<file path="src/rtl/frs_pkg.sv">
package frs_pkg;
   localparam int unsigned WORD_W = 32;
   localparam int unsigned KEY_N  = 3;
   localparam int unsigned STEP_N = 6;

   typedef logic [WORD_W-1:0] word_t;

   localparam word_t UNLOCK_KEY [KEY_N] = '{32'h0201_0100, 32'h0D08_0503, 32'h5937_2215};

   // value presented with each step; only the register-write steps carry data
   function automatic word_t step_payload(int idx);
      case (idx)
         2:       return 32'hFFFF_FFFF;
         5:       return 32'hFFFF_FFFE;
         default: return '0;
      endcase
   endfunction
endpackage

</file>
<file path="src/rtl/frs_key_bank.sv">
module frs_key_bank
   import frs_pkg::*;
#(
   parameter int unsigned ADDR_W = 2
)(
   input  logic              clk,
   input  logic              rst_n,
   input  logic              wr_en,
   input  logic [ADDR_W-1:0] wr_addr,
   input  word_t             wr_data,
   input  logic              lock,
   output logic              accept,
   output logic              key_err
);
   word_t            key_q [KEY_N];
   logic [KEY_N-1:0] hit;
   logic             launch;

   assign launch = wr_en && !lock && (wr_addr == ADDR_W'(KEY_N));

   for (genvar k = 0; k < KEY_N; k++) begin : g_key
      always_ff @(posedge clk) begin
         if (!rst_n || launch)
            key_q[k] <= '0;
         else if (wr_en && !lock && (wr_addr == ADDR_W'(k)))
            key_q[k] <= wr_data;
      end
      assign hit[k] = (key_q[k] == UNLOCK_KEY[k]);
   end

   assign accept = launch && (&hit);

   always_ff @(posedge clk) begin
      if (!rst_n)
         key_err <= 1'b0;
      else if (launch && !(&hit))
         key_err <= 1'b1;
   end

   // a rejected launch raises the flag, and it never drops without reset
   p_reject_flags_r8: assert property (@(posedge clk) disable iff (!rst_n)
      (launch && !(&hit)) |=> key_err);
   p_err_sticky_r8: assert property (@(posedge clk) disable iff (!rst_n)
      key_err |=> key_err);
   // a launch consumes the stored key
   p_key_consumed_r10: assert property (@(posedge clk) disable iff (!rst_n)
      launch |=> (key_q[0] == '0));
   // locked writes leave the key untouched
   p_lock_holds_r9: assert property (@(posedge clk) disable iff (!rst_n)
      lock |=> $stable(key_q[0]));
endmodule

</file>
<file path="src/rtl/frs_step_seq.sv">
module frs_step_seq
   import frs_pkg::*;
#(
   parameter int unsigned STEPS = STEP_N
)(
   input  logic             clk,
   input  logic             rst_n,
   input  logic             start,
   input  logic [STEPS-1:0] step_ack,
   output logic [STEPS-1:0] step_req,
   output word_t            step_wdata,
   output logic             active,
   output logic             last_done
);
   localparam int unsigned IDX_W = (STEPS > 1) ? $clog2(STEPS) : 1;

   logic [IDX_W-1:0] idx_q;
   logic             take;

   assign take      = active && (|(step_ack & step_req));
   assign last_done = take && (idx_q == IDX_W'(STEPS-1));

   always_ff @(posedge clk) begin
      if (!rst_n) begin
         active <= 1'b0;
         idx_q  <= '0;
      end else if (start && !active) begin
         active <= 1'b1;
         idx_q  <= '0;
      end else if (take) begin
         if (idx_q == IDX_W'(STEPS-1)) begin
            active <= 1'b0;
            idx_q  <= '0;
         end else begin
            idx_q <= idx_q + 1'b1;
         end
      end
   end

   for (genvar g = 0; g < STEPS; g++) begin : g_req
      assign step_req[g] = active && (idx_q == IDX_W'(g));
   end

   always_comb begin
      step_wdata = '0;
      for (int i = 0; i < STEPS; i++)
         if (step_req[i]) step_wdata = step_wdata | step_payload(i);
   end

   // one request at a time, held until its own acknowledge
   p_req_onehot_r3: assert property (@(posedge clk) disable iff (!rst_n)
      $onehot0(step_req));
   p_req_hold_r3: assert property (@(posedge clk) disable iff (!rst_n)
      ((|step_req) && !(|(step_ack & step_req))) |=> (step_req == $past(step_req)));
   // a new run always opens on the first step
   p_first_step_r2: assert property (@(posedge clk) disable iff (!rst_n)
      (start && !active) |=> step_req[0]);
endmodule

</file>
<file path="src/rtl/frs_reset_pulse.sv">
module frs_reset_pulse #(
   parameter int unsigned PULSE_CYC = 4
)(
   input  logic clk,
   input  logic rst_n,
   input  logic fire,
   output logic pulse
);
   localparam int unsigned CNT_W = $clog2(PULSE_CYC + 1);

   logic [CNT_W-1:0] cnt_q;

   always_ff @(posedge clk) begin
      if (!rst_n)
         cnt_q <= '0;
      else if (fire)
         cnt_q <= CNT_W'(PULSE_CYC);
      else if (cnt_q != '0)
         cnt_q <= cnt_q - 1'b1;
   end

   assign pulse = (cnt_q != '0);

   // the counter never exceeds the programmed length
   p_cnt_bounded_r6: assert property (@(posedge clk) disable iff (!rst_n)
      cnt_q <= CNT_W'(PULSE_CYC));
   p_fire_starts_r6: assert property (@(posedge clk) disable iff (!rst_n)
      fire |=> pulse);
endmodule

</file>
<file path="src/rtl/factory_restore_seq.sv">
module factory_restore_seq
   import frs_pkg::*;
#(
   parameter int unsigned ADDR_W    = 2,
   parameter int unsigned STATUS_W  = 24,
   parameter int unsigned PULSE_CYC = 4
)(
   input  logic                clk,
   input  logic                rst_n,
   input  logic                cfg_wr_en,
   input  logic [ADDR_W-1:0]   cfg_wr_addr,
   input  logic [WORD_W-1:0]   cfg_wr_data,
   output logic [STEP_N-1:0]   step_req,
   input  logic [STEP_N-1:0]   step_ack,
   output logic [WORD_W-1:0]   step_wdata,
   output logic                busy,
   output logic                key_err,
   output logic [STATUS_W-1:0] done_code,
   output logic                sys_rst
);
   if (ADDR_W < $clog2(KEY_N + 1)) begin : g_chk_addr
      $error("ADDR_W too narrow for key words plus launch address");
   end
   if (PULSE_CYC < 1) begin : g_chk_pulse
      $error("PULSE_CYC must be at least 1");
   end
   if (STATUS_W < 1) begin : g_chk_status
      $error("STATUS_W must be at least 1");
   end

   logic accept, seq_active, last_done;

   frs_key_bank #(.ADDR_W(ADDR_W)) u_keys (
      .clk     (clk),
      .rst_n   (rst_n),
      .wr_en   (cfg_wr_en),
      .wr_addr (cfg_wr_addr),
      .wr_data (cfg_wr_data),
      .lock    (busy),
      .accept  (accept),
      .key_err (key_err)
   );

   frs_step_seq #(.STEPS(STEP_N)) u_seq (
      .clk        (clk),
      .rst_n      (rst_n),
      .start      (accept),
      .step_ack   (step_ack),
      .step_req   (step_req),
      .step_wdata (step_wdata),
      .active     (seq_active),
      .last_done  (last_done)
   );

   frs_reset_pulse #(.PULSE_CYC(PULSE_CYC)) u_pulse (
      .clk   (clk),
      .rst_n (rst_n),
      .fire  (last_done),
      .pulse (sys_rst)
   );

   always_ff @(posedge clk) begin
      if (!rst_n || accept)
         done_code <= '1;
      else if (last_done)
         done_code <= '0;
   end

   assign busy = seq_active || sys_rst;

   // the completion field reads zero whenever the reset pulse begins
   p_status_clear_r5: assert property (@(posedge clk) disable iff (!rst_n)
      $rose(sys_rst) |-> (done_code == '0));
   // the last acknowledge is followed by the reset pulse
   p_last_fires_r6: assert property (@(posedge clk) disable iff (!rst_n)
      (step_req[STEP_N-1] && step_ack[STEP_N-1]) |=> sys_rst);
   // requests only appear while busy, and busy drops with the pulse
   p_req_in_busy_r7: assert property (@(posedge clk) disable iff (!rst_n)
      (|step_req) |-> busy);
   p_busy_ends_r7: assert property (@(posedge clk) disable iff (!rst_n)
      $fell(sys_rst) |-> !busy);
endmodule

</file>
<file path="config.mk">
export PLATFORM = sky130hd
export DESIGN_NAME = factory_restore_seq
export DESIGN_NICKNAME = d
export VERILOG_FILES = /design/src/rtl/frs_pkg.sv /design/src/rtl/frs_key_bank.sv /design/src/rtl/frs_step_seq.sv /design/src/rtl/frs_reset_pulse.sv /design/src/rtl/factory_restore_seq.sv
export SDC_FILE = /design/constraint.sdc
export NUM_CORES = 1
export LEC_CHECK = 0
export CAP_MARGIN = 25
export CORE_ASPECT_RATIO = 0.7
export CORE_MARGIN = 2
export CORE_UTILIZATION = 50
export DETAILED_ROUTE_END_ITERATION = 10
export GPL_ROUTABILITY_DRIVEN = 0
export PLACE_DENSITY = 0.79
export SYNTH_ARGS = -nofsm -noshare
export SYNTH_HDL_FRONTEND = slang
export SYNTH_SLANG_ARGS = --single-unit
export TNS_END_PERCENT = 100
</file>
<file path="constraint.sdc">
create_clock -name clk -period 5.75 [get_ports clk]
set_input_delay 1.725 -clock clk [delete_from_list [all_inputs] [get_ports clk]]
set_output_delay 1.725 -clock clk [all_outputs]
set_load 0.01 [all_outputs]
</file>
==> flow_summary.toml <==
[power]
pwr-share-clk_pct = 32.1
p_seq_share_pct = 55.6
leakage_uw = 0.00217
p_sw_share_pct = 23.5
ir_worst_vdd_mv = 0.144
power.total_uw = 1720
power_switching_uw = 404
intPower_uw = 1310
powerDensity_mw_per_mm2 = 291
combPwrFrac_pct = 12.4

[synthesis]
synthFlopType = "edfxtp_1"
avgSynthCellArea_um2 = 13.0
ys_types = 42
ys_seq_area_share_pct = 63.4
yosys_warnings = 0
synth_nets = 419
syn-cell-area_mm2 = 0.00483
synth_async_sr_flop_share_pct = 0
synth_edf_count = 96
synth_cells = 372
ys_ff_latch = 105

[route]
post_drt_wl_per_cell_um = 16.9
drtIter0Drc = 167
dr.pass1.iters = 4
antenna_left = 0
vias = 2821
viasPerCell = 5.06
routed_wl_mm = 9.45
drc = 0

[clock_tree]
tritoncts = "built"
htree_levels = 3
clkTransAtPathRegs_ns = 0.06
cts-hold-fix-buffers = 0
cts_resized = 0
clock_latency_ns = 0.35
cts_root_buf = "clkbuf_16"
clock_sinks = 105
cts_buffers = 9
cts_buffer_depth = 2
postCtsSetupBuffers = 0

[die]
rows = 29
core_area_mm2 = 0.00922
start_util_pct = 52.4
die_h_um = 86.2
io_pins = 108
die_area_mm2 = 0.0105
fp.dieW_um = 121

[worst_setup_path]
cp_max_fo = 31
critPathLaunchType = "flip-flop"
cp-end-kind = "output pin"
r2r_cells = 8
crit_arrival_ns = 2.44
worstPathRequired_ns = 4.03
path_class = "reg2out"

[layout]
fillerInstances = 702
n_antenna_cell = 0
final_cells = 558
final_cell_mix = "107 x clkdlybuf4s50_1, 99 x and2_1, 96 x edfxtp_1"
layout-drive-gt1-share_pct = 5.99
final_area_mm2 = 0.00590
synthToLayoutAreaGrowth_pct = 22.2
final_nets = 476
final_common_cell = "clkdlybuf4s50_1"

[grt]
grt_max_degree = 33
busiest_layer = "met2"
use_met1_pct = 26.7
grt_pass1_vias = 2703
grt_overflow = 0
antenna_found_initial = 0
grt_pass1_wl_mm = 14.6
grt_usage_pct = 18.8
grtUsageMet2_pct = 28.9
met3_usage_pct = 5.00

[timing]
relSlewSlack_pct = 33.0
rsz0062_at_grt = "no"
hold_viol = 0
finClkSkew_ns = 0.00707
max_freq_mhz = 240
worstMarginPinSlew_ns = 1.00
period_minus_slack_ns = 4.16
finalSetupViolCount = 0
slew_viol_final = 0
tns_ns = 0
fin_crit_sh_pct = 72.4

[placed_design]
io_buffers = 107
placed_area_mm2 = 0.00564
hpwl_mm = 6.56
post-place-cells = 542

[hold_path]
hp-class = "reg2reg"
min_path_cells = 2

[run_status]
status = "complete, no violations"

[flow_run]
timing.max_cap.violations = 0
-- per-layer routing --
metal  wire length (µm)  vias to the layer above
li1                   -                     1363
met1               4490                     1359
met2               4320                       89
met3                522                       10
met4                116                        0
met5                  0                        -
-- state kept, by name (all words and copies together) (netlist names) --
signal,flops
done_code,1
u_keys.key_err,1
u_keys.key_q,96
u_pulse.cnt_q,3
u_seq.active,1
u_seq.idx_q,3
-- worst max-delay path, cell delays in order, from the launching register on --
cell	delay, ns
dfxtp_1	0.38
nand2b_1	0.23
nor3b_1	0.35
or2_2	0.48
clkdlybuf4s50_1	0.65
-- final cells by class --
cell class	instances	area [µm²]	share of cell area, %
clock buffers	11	233	3.94
clock inverters	5	32.5	0.551
inverters	9	33.8	0.573
multi-input cells	192	1270	21.6
flip-flops and latches	105	3060	51.9
well taps	124	155	2.63
repair buffers	112	1110	18.8
-- cells in the mapped netlist, types with 4 or more instances --
cell type	number	area share [%]
nor4b_1	6	1.1
nand4_1	6	0.78
edfxtp_1	96	60
nand2_1	9	0.70
dfxtp_1	9	3.7
inv_1	9	0.70
nand2b_1	5	0.65
buf_4	54	8.4
ha_1	4	1.0
and2_1	99	13
clkbuf_1	9	0.70
nor4_1	10	1.3
nor2_1	9	0.70
nor4bb_1	7	1.5
-- power groups by stage --
stage	registers [µW]	logic (µW)	clock network, µW
finish	955	213	551
global route	961	233	588
CTS	955	215	556
detailed placement	970	214	0
global placement	967	206	0
floorplan	965	113	0
-- kinds of logic after synthesis --
kind of cell	share of synthesized area, %
AND/OR/NAND/NOR	22.2
buffers and inverters	10.4
flip-flops	63.4
adder cells (fa/ha/maj)	1.04
AO/OA/AOI/OAI	2.25
XOR/XNOR	0.544
multiplexers	0.207
-- metrics by stage --
stage               hold WS, ns  setup WS (ns)  utilization, %
finish                    0.480           1.59            64.0
CTS                       0.477           1.56            64.0
global placement          0.457           2.06            61.1
floorplan                 0.454          0.983               -
global route              0.510           1.43            64.0
detailed placement        0.465           1.96            61.1
-- worst paths after layout --
path | startpoint | slack [ns] | end
hold / removal | u_keys.key_err | 0.48 | u_keys.key_err
setup / recovery | u_seq.idx_q[2] | 1.59 | step_wdata[3]
setup reg to reg | u_pulse.cnt_q[0] | 3.27 | u_keys.key_q[2][10]
hold reg to reg | u_keys.key_err | 0.48 | u_keys.key_err
Note: power is estimated with default switching activity, not from simulation.
